## src/rtl/sfl_status_ctrl.sv

```systemverilog
module sfl_status_ctrl #(
  parameter logic [2:0] BP_INIT   = 3'b000,
  parameter logic       SRWD_INIT = 1'b0
) (
  input  logic       clk_i,
  input  logic       rst_n_i,
  input  logic       cs_n_i,
  input  logic       wp_n_i,
  input  logic       cmd_wren_i,
  input  logic       cmd_wrdi_i,
  input  logic       cmd_rdsr_i,
  input  logic       cmd_wrsr_i,
  input  logic       cmd_pe_i,
  input  logic [3:0] wr_val_i,
  input  logic       cyc_done_i,
  output logic [7:0] status_o,
  output logic [7:0] rd_data_o,
  output logic [2:0] bp_o,
  output logic       hw_prot_o,
  output logic       active_o
);

  logic       busy_q, wel_q, srwd_q;
  logic [2:0] bp_q;
  logic       wrsr_ok, pe_ok;

  assign hw_prot_o = srwd_q & ~wp_n_i;
  assign wrsr_ok   = cmd_wrsr_i & wel_q & ~busy_q & ~hw_prot_o;
  assign pe_ok     = cmd_pe_i & wel_q & ~busy_q;
  assign status_o  = {srwd_q, 2'b00, bp_q, wel_q, busy_q};
  assign bp_o      = bp_q;
  assign active_o  = ~cs_n_i | busy_q;

  always_ff @(posedge clk_i or negedge rst_n_i) begin
    if (!rst_n_i) begin
      busy_q <= 1'b0;
      wel_q  <= 1'b0;
    end else if (busy_q) begin
      if (cyc_done_i) begin
        busy_q <= 1'b0;
        wel_q  <= 1'b0;
      end
    end else if (wrsr_ok || pe_ok) begin
      busy_q <= 1'b1;
    end else if (cmd_wrdi_i) begin
      wel_q <= 1'b0;
    end else if (cmd_wren_i) begin
      wel_q <= 1'b1;
    end
  end

  always_ff @(posedge clk_i or negedge rst_n_i) begin
    if (!rst_n_i) begin
      srwd_q <= SRWD_INIT;
      bp_q   <= BP_INIT;
    end else if (wrsr_ok) begin
      srwd_q <= wr_val_i[3];
      bp_q   <= wr_val_i[2:0];
    end
  end

  always_ff @(posedge clk_i or negedge rst_n_i) begin
    if (!rst_n_i)        rd_data_o <= 8'h00;
    else if (cmd_rdsr_i) rd_data_o <= status_o;
  end

  AST_ZERO_BITS: assert property (@(posedge clk_i) disable iff (!rst_n_i)
    status_o[6:5] == 2'b00);
  AST_NO_WEL_NO_START: assert property (@(posedge clk_i) disable iff (!rst_n_i)
    (!busy_q && !wel_q) |=> !busy_q);
  AST_DONE_CLEARS: assert property (@(posedge clk_i) disable iff (!rst_n_i)
    (busy_q && cyc_done_i) |=> (!busy_q && !wel_q));
  AST_HWPROT_FREEZE: assert property (@(posedge clk_i) disable iff (!rst_n_i)
    hw_prot_o |=> (srwd_q == $past(srwd_q) && bp_q == $past(bp_q)));
  AST_BUSY_HOLDS: assert property (@(posedge clk_i) disable iff (!rst_n_i)
    (busy_q && !cyc_done_i) |=> (busy_q && wel_q && $stable(bp_q) && $stable(srwd_q)));
  AST_RD_CAPTURE: assert property (@(posedge clk_i) disable iff (!rst_n_i)
    cmd_rdsr_i |=> rd_data_o == $past(status_o));
  AST_ACTIVE_BUSY: assert property (@(posedge clk_i) disable iff (!rst_n_i)
    busy_q |-> active_o);

endmodule

```

## config.mk

```make
export PLATFORM = sky130hd
export DESIGN_NAME = sfl_status_ctrl
export DESIGN_NICKNAME = d
export VERILOG_FILES = /design/src/rtl/sfl_status_ctrl.sv
export SDC_FILE = /design/constraint.sdc
export NUM_CORES = 1
export LEC_CHECK = 0
export BUFFER_PORTS_ARGS = -buffer_cell sky130_fd_sc_hd__clkbuf_2
export CORE_MARGIN = 5
export CORE_UTILIZATION = 41
export CTS_CLUSTER_DIAMETER = 100
export DETAILED_ROUTE_END_ITERATION = 8
export HOLD_SLACK_MARGIN = 0.06
export PLACE_DENSITY = 0.76
export SLEW_MARGIN = 40
export SYNTH_ARGS = -nofsm -noshare
export SYNTH_HDL_FRONTEND = slang
export SYNTH_SLANG_ARGS = --single-unit
```

## constraint.sdc

```tcl
create_clock -name clk_i -period 1.9 [get_ports clk_i]
set_clock_uncertainty 0.15 [all_clocks]
set_input_delay 0.285 -clock clk_i [delete_from_list [all_inputs] [get_ports clk_i]]
set_output_delay 0.285 -clock clk_i [all_outputs]
set_load 0.03 [all_outputs]
```

==> results.cfg, run 1 <==
[pwr]
peakVddDrop_mv = 0.6024
power.total_mw = 1.483
p_clk_frac = 0.137
seq_power_share = 0.335
combPwrFrac = 0.528
switching_power_mw = 0.7075
leakagePower_nw = 0.4003
power_density_nw_per_um2 = 1986
swShare = 0.4770
p_int_mw = 0.7758

[timing]
tns_ns = 0
setup_viol = 0
final-max-slew-violation-count = 0
hold_viol = 0
finalCritPeriodShare = 0.8126
timing.final.ws_setup_ns = 0.3561
holdWs_ns = 0.08338
fmax_mhz = 647.7
period_needed_ns = 1.544
grt_setup_unrepaired = no

[layout]
fill_cells = 120
nets = 90
syn2layout_area_growth_pct = 24.63
fin_util = 0.5600
seq_area_sq_um = 300.3
diodes = 0
multiInputGateArea_sq_um = 231.5
fin_cells = 90
fin_area_sq_um = 747.0
drive_gt1_frac = 0.5867

[synthesis]
yosysTopAreaCell = dfrtp_1
syn_area_sq_um = 599.3
synthCells = 48
yosys.area.top_type_share = 0.5010
yosys-top-cells-area = dfrtp_1 (50%), buf_4 (13%), mux2_2 (11%)
synth_area_per_cell_sq_um = 12.49
ys_warn_count = 0
ys_ff_latch = 12
seq_area_frac_synth = 0.5010
ys_types = 17

[setup_path]
slowest_delay_ns = 0.45
critPathRequiredTime_ns = 1.91
critPathKind = flop to flop
end_kind = flop
slowest_stage = dfrtp_1
crit_chain = and3b_1 > nor2b_4 > mux2_4
critPathTopFamily = simple AND/OR/NAND/NOR gates
cp.arrival_ns = 1.56
crit_buf_inv = 0
worstSetupStartpointType = flop
crit_path_max_fanout = 8

[grt]
use_met2 = 0.1849
use_met1 = 0.1474
grt_pass1_vias = 390
grt_busiest_layer = met2
met3_usage = 0.01476
antenna_found_initial = 0
grt_remaining_overflow = 0
grt_max_degree = 13
grt_pass1_wl_mm = 1.814
grt_usage = 0.1172

[routing]
drcViolationCount = 0
post_drt_wl_per_cell_microns = 13.54
vias_per_cell = 4.678
ant_nets = 0
routed_wl_mm = 1.219
initialDrtViolationCount = 6
drt-pass1-iter-count = 3
vias = 421

[placed_design]
dp_slack_ns = 0.3544
finalWeightedCongestion = 0.6817
dpl.hpwl_microns = 955.1
place_area_sq_um = 700.7
io_buffer_count = 30
dp.cells = 85

[die]
dieArea_sq_um = 2327
core_sq_um = 1334
start_util = 0.4493
pin_count = 35
die_y_microns = 48.24
fp.dieW_microns = 48.24
rows = 13

[clocking]
htree_levels = 1
path_clk_slew_ns = 0.08
numCtsBuffers = 3
clkLatencyLatePin_ns = 0.27
cts_buffer_depth = 2
clock_sinks = 12
cts_setup_buffers = 0
cts_tree = done
cts-root-buf = clkbuf_4

[job]
timing.max_cap.violations = 0

[run_status]
status = completed

[min_path]
hold_path.class = input port to flop
-- power groups by stage --
stage	sequential (mW)	combinational (mW)	clock, mW
2_1_floorplan	0.676	0.472	0
3_3_place_gp	0.493	0.784	0
3_5_place_dp	0.501	0.792	0
4_1_cts	0.498	0.794	0.208
5_1_grt	0.517	0.837	0.220
6_report	0.498	0.783	0.203
-- layer usage --
layer	vias up	part of all wire
li1	202	-
met5	-	0
met4	0	0.013
met1	198	0.40
met3	2	0.074
met2	19	0.51
-- final timing paths --
check / to / depth (start not counted) / from / slack (ns)
min in group asynchronous: rd_data_o[4] / 2 / rst_n_i / 0.27
max in group asynchronous: rd_data_o[0] / 2 / rst_n_i / 1.11
worst max register to register: bp_o[0] / 3 / busy_q / 0.36
worst min-delay path: srwd_q / 2 / wr_val_i[3] / 0.08
worst max-delay path: bp_o[0] / 3 / busy_q / 0.36
worst min register to register: rd_data_o[2] / 1 / rd_data_o[2] / 0.36
-- registers in the layout, summed over array words and instances, names as in the netlist --
signal     count
rd_data_o      6
srwd_q         1
bp_o           3
wel_q          1
busy_q         1
-- cell families after synthesis --
group,Yosys count,share of synthesized area
flip-flops,12,0.5010
multiplexers,9,0.1879
other,1,0.006257
AND/OR/NAND/NOR,10,0.1169
AO/OA/AOI/OAI,5,0.05638
buffers and inverters,11,0.1315
-- area by class of cell --
cell class                 count  area share
sequential                    12      0.4020
multi-input combinational     28      0.3099
timing repair buffer          31      0.2144
clock buffer                   4     0.04858
tap                           15     0.02513
-- cell usage in the layout (no fill, tap or decap) --
cell            n
clkbuf_8        1
a21oi_1         2
a22o_1          1
nor2b_1         1
nand3b_1        1
nand2b_1        3
nand2_1         2
and2b_1         1
clkbuf_4        3
o211ai_1        1
clkbuf_2       30
mux2_4          3
dlygate4sd3_1   1
and3b_1         1
dfrtp_1        12
mux2_2          6
conb_1          4
a21o_1          1
nor2b_4         1
-- synthesized netlist by cell type (all sizes together) --
master	count
a21o	1
a21oi	2
a22o	1
and2b	1
and3b	1
buf	10
clkbuf	1
conb	1
dfrtp	12
mux2	9
nand2	2
nand2b	3
nand3b	1
nor2b	2
o211ai	1
-- repair_timing --
item	4_1_cts	5_1_grt
hold endpoints to repair	12	0
resized for setup	0	0
hold buffers	1	0
(Power assumes the default switching activity.)
==> inputs of run 2 (changes only) <==
==> constraint.sdc (replaced) <==
create_clock -name clk_i -period 1.6 [get_ports clk_i]
set_clock_uncertainty 0.15 [all_clocks]
set_input_delay 0.24 -clock clk_i [delete_from_list [all_inputs] [get_ports clk_i]]
set_output_delay 0.24 -clock clk_i [all_outputs]
set_load 0.03 [all_outputs]
==> run 2 against run 1 <==
  * Combinational power up 25%
  * Core utilization rose by 3.6 points
  * Hold slack better by 0.012 ns
  * Critical path type is now flop to output port
==> results.cfg, run 2 (same netlist as run 1, synthesis figures left out) <==
[layout]
diodes = 0
largest_reg_flops = 6
drive_gt1_frac = 0.5625
regMostFlops = rd_data_o
final_common_cell = clkbuf_2
syn2layout_area_growth_pct = 32.57
final_cell_mix = clkbuf_2 (30), dfrtp_1 (12), mux2_2 (6), dlygate4sd3_1 (5), conb_1 (4)
nets = 95

[grt]
grt_max_degree = 13
use_met1 = 0.1396
use_met2 = 0.2083
grt_pass1_vias = 434
grt_usage = 0.1184
met3_usage = 0.02214
grt_busiest_layer = met2
grt_remaining_overflow = 0
grt_pass1_wl_mm = 1.911
antenna_found_initial = 0

[timing]
final-max-slew-violation-count = 0
finalCritPeriodShare = 0.9392
period_needed_ns = 1.503
fmax_mhz = 665.5
grt_setup_unrepaired = no
hold_viol = 0
holdWs_ns = 0.09553
tns_ns = 0
setup_viol = 0

[die]
core_sq_um = 1334
dieArea_sq_um = 2327
fp.dieW_microns = 48.24
rows = 13
pin_count = 35
start_util = 0.4493
die_y_microns = 48.24

[routing]
routed_wl_mm = 1.217
initialDrtViolationCount = 3
vias = 442
ant_nets = 0
drt-pass1-iter-count = 3
drcViolationCount = 0
post_drt_wl_per_cell_microns = 12.81
vias_per_cell = 4.653

[clocking]
path_clk_slew_ns = 0.07
cts_buffer_depth = 2
cts-root-buf = clkbuf_4
numCtsBuffers = 3
cts_resized = 0
clock_sinks = 12
htree_levels = 1
cts_tree = done
cts.hold.buffers_added = 5
clkLatencyLatePin_ns = 0.26
cts_setup_buffers = 0

[run_status]
status = completed

[pwr]
p_clk_frac = 0.132
seq_power_share = 0.317
switching_power_mw = 0.8377
combPwrFrac = 0.551
leakagePower_nw = 0.4218
swShare = 0.4702
p_int_mw = 0.9438
peakVddDrop_mv = 0.9421
power_density_nw_per_um2 = 2242

[setup_path]
cp.arrival_ns = 1.11
critPathRequiredTime_ns = 1.21
crit_chain = buf_4 > nand2b_1 > clkbuf_2
critPathTopFamily = flip-flops
crit_buf_inv = 2
slowest_stage = dfrtp_1
crit_path_max_fanout = 7
slowest_delay_ns = 0.38
worstSetupStartpointType = flop
critPathKind = flop to output port
end_kind = output port

[min_path]
hold_path.class = input port to flop

[placed_design]
io_buffer_count = 30
finalWeightedCongestion = 0.6804

[job]
timing.max_cap.violations = 0
-- run 2: changes by cell type in the layout (fill, tap and decap cells not counted) --
cell           change
dlygate4sd3_1      +4
buf_4              +1
-- run 2: final timing paths --
kind | to | slack [ns] | depth (start not counted) | from
setup / recovery | active_o | 0.1 | 3 | busy_q
hold / removal | srwd_q | 0.1 | 3 | wp_n_i
setup reg to reg | bp_o[1] | 0.14 | 3 | wel_q
hold reg to reg | rd_data_o[2] | 0.36 | 1 | rd_data_o[2]
max in group asynchronous | busy_q | 0.82 | 2 | rst_n_i
min in group asynchronous | bp_o[1] | 0.25 | 2 | rst_n_i
-- run 2: cell type report --
class                   count  area, sq um
clock buffers               4        36.28
fillers                   117        539.3
multi-input cells          28        231.5
flip-flops and latches     12        300.3
well taps                  15        18.77
repair buffers             36        207.7
-- run 2: worst register-to-register path, delay by kind of cell, from the launching register on --
kind | cells | cell delay, ns
and+or+nand+nor | 2 | 0.47
DFF | 1 | 0.42
muxes | 1 | 0.31
-- run 2: through the flow --
step,total power [mW],utilization,cells,instance area (sq um),setup WS [ns]
2_1_floorplan,1.362,-,51,610.6,0.1478
3_3_place_gp,1.535,0.5310,86,708.2,0.1853
3_5_place_dp,1.554,0.5310,86,708.2,0.1458
4_1_cts,1.807,0.5957,95,794.5,0.08962
5_1_grt,1.887,0.5957,95,794.5,0.02500
6_report,1.782,0.5957,95,794.5,0.09734
-- run 2: power by group through the flow --
stage	sequential, mW	clock, mW	combinational [mW]
final	0.565	0.234	0.982
after global routing	0.591	0.250	1.05
after CTS	0.568	0.242	0.997
after detailed placement	0.573	0	0.981
after global placement	0.565	0	0.970
after floorplan	0.802	0	0.560
-- run 2: per-layer routing --
layer | share of wire | up-vias
li1 | - | 213
met1 | 0.37 | 210
met2 | 0.54 | 17
met3 | 0.073 | 2
met4 | 0.016 | 0
met5 | 0 | -
==> inputs of run 3 (changes only) <==
--- a/config.mk
+++ b/config.mk
@@ -5,6 +5,7 @@
 export SDC_FILE = /design/constraint.sdc
 export NUM_CORES = 1
 export LEC_CHECK = 0
+export ABC_AREA = 1
 export BUFFER_PORTS_ARGS = -buffer_cell sky130_fd_sc_hd__clkbuf_2
 export CORE_MARGIN = 5
 export CORE_UTILIZATION = 41
==> run 3 against run 2 <==
  * Register-to-register slack better by 0.26 ns
  * First-iteration DRC count up 67%
  * Sequential power down 3%
  * Combinational power down 14%
  * Critical endpoint is now hw_prot_o
==> results.cfg, run 3 <==
[placed_design]
dpl.hpwl_microns = 949.8
io_buffer_count = 30
finalWeightedCongestion = 0.7354
dp_slack_ns = 0.3940

[timing]
tns_ns = 0
setup_viol = 0
finalCritPeriodShare = 0.9433
timing.final.ws_setup_ns = 0.09080
hold_viol = 0
fmax_mhz = 662.6
final-max-slew-violation-count = 0
grt_setup_unrepaired = no
period_needed_ns = 1.509

[routing]
drt-pass1-iter-count = 4
drcViolationCount = 0
vias_per_cell = 4.472
initialDrtViolationCount = 5
ant_nets = 0
routed_wl_mm = 1.210
vias = 483
post_drt_wl_per_cell_microns = 11.20

[setup_path]
critPathRequiredTime_ns = 1.21
crit_path_max_fanout = 5
end_kind = output port
r2r_start = busy_q
reg2reg_depth = 6
critPathKind = flop to output port
worstSetupStartpointType = flop
cp.arrival_ns = 1.12
r2r_setup_slack_ns = 0.40
r2r-end = wel_q

[min_path]
worstHoldStart = wr_val_i[2]
worstHoldPathCells = 3
hold_end = bp_o[2]
hold_path.class = input port to flop

[synthesis]
synth_edf_count = 0
synth_commonest_cells = nand2_1 (14), dfrtp_1 (12), buf_4 (10)
yosys.area.top_type_share = 0.5010
yosysMostFrequentCell = nand2_1
ys_types = 16
yosysTopAreaCell = dfrtp_1
syn_area_sq_um = 599.3
synth_area_per_cell_sq_um = 9.513
yosys-top-cells-area = dfrtp_1 (50%), buf_4 (13%), mux2_2 (9.4%)
synthCells = 63
seq_area_frac_synth = 0.5010
ys_warn_count = 0
synth_ff_type = dfrtp_1
ys_ff_latch = 12
async_reset_ff_frac = 1.000

[clocking]
cts_setup_buffers = 0
clkLatencyLatePin_ns = 0.27
htree_levels = 1
numCtsBuffers = 3
cts_buffer_depth = 2
cts_resized = 0
cts_tree = done
cts-root-buf = clkbuf_4
clock_sinks = 12
cts.hold.buffers_added = 4
path_clk_slew_ns = 0.07

[grt]
grt_usage = 0.1071
grt_pass1_vias = 387
antenna_found_initial = 0
grt_remaining_overflow = 0
grt_pass1_wl_mm = 1.614
grt_max_degree = 13

[layout]
syn2layout_area_growth_pct = 29.44
nets = 108
fin_util = 0.5816
fill_cells = 132
largest_reg_flops = 6
diodes = 0
drive_gt1_frac = 0.4731
final_cell_mix = clkbuf_2 (30), nand2_1 (14), dfrtp_1 (12), nor2_1 (8), mux2_2 (5)
final_common_cell = clkbuf_2
regMostFlops = rd_data_o

[die]
rows = 13
die_y_microns = 48.24
dieArea_sq_um = 2327
pin_count = 35
start_util = 0.4493
fp.dieW_microns = 48.24
core_sq_um = 1334

[job]
timing.max_cap.violations = 0

[pwr]
power.total_mw = 1.638
power_density_nw_per_um2 = 2111
leakagePower_nw = 0.4467
peakVddDrop_mv = 1.065

[run_status]
status = completed
## run 3: cells by family after synthesis
| logic type | count (synthesis) | share of synthesized area |
|---|---|---|
| buf+inv | 14 | 0.1524 |
| simple gates | 30 | 0.2380 |
| mux | 5 | 0.09394 |
| flops | 12 | 0.5010 |
| other cells | 1 | 0.006257 |
| compound gates | 1 | 0.008343 |
## run 3: worst max path at each step
| stage | from | end | slack, ns |
|---|---|---|---|
| 2_1_floorplan | bp_o[0] | status_o[2] | 0.48 |
| 3_3_place_gp | srwd_q | hw_prot_o | 0.42 |
| 3_5_place_dp | srwd_q | hw_prot_o | 0.39 |
| 4_1_cts | srwd_q | hw_prot_o | 0.08 |
| 5_1_grt | srwd_q | hw_prot_o | 0.02 |
| 6_report | srwd_q | hw_prot_o | 0.09 |
## run 3: area by class of cell
class / instances / area (sq um) / area share
sequential: 12 / 300.3 / 0.3871
multi-input combinational: 40 / 219.0 / 0.2823
timing repair buffer: 34 / 190.2 / 0.2452
clock buffer: 4 / 36.28 / 0.04677
tap: 15 / 18.77 / 0.02419
inverter: 3 / 11.26 / 0.01452
## run 3: critical path, cell delays in order, from the launching register on
cell,delay [ns]
dfrtp_1,0.41
nand2_1,0.19
inv_1,0.07
clkbuf_2,0.18
## run 3: power by group
| part | internal, mW | total (mW) | leakage [nW] | switching, mW |
|---|---|---|---|---|
| Clock | 0.138 | 0.240 | 0.0210 | 0.102 |
| Sequential | 0.441 | 0.548 | 0.146 | 0.107 |
| Combinational | 0.247 | 0.849 | 0.280 | 0.602 |
## run 3: routing by layer
metal / routed length (microns) / global-route usage / vias up
li1: - / - / 245
met1: 487 / 0.1193 / 217
met2: 594 / 0.1693 / 21
met3: 127 / 0.05535 / 0
met4: 0 / 0.04839 / 0
met5: 0 / 0 / -
## run 3: through the flow
step                      cells  hold slack, ns  area, sq um
after floorplan              66         -0.2056        610.6
after global placement      100        -0.01654        699.4
after detailed placement    100       -0.008284        699.4
after CTS                   108         0.06259        775.7
after global routing        108         0.06717        775.7
final                       108         0.06896        775.7
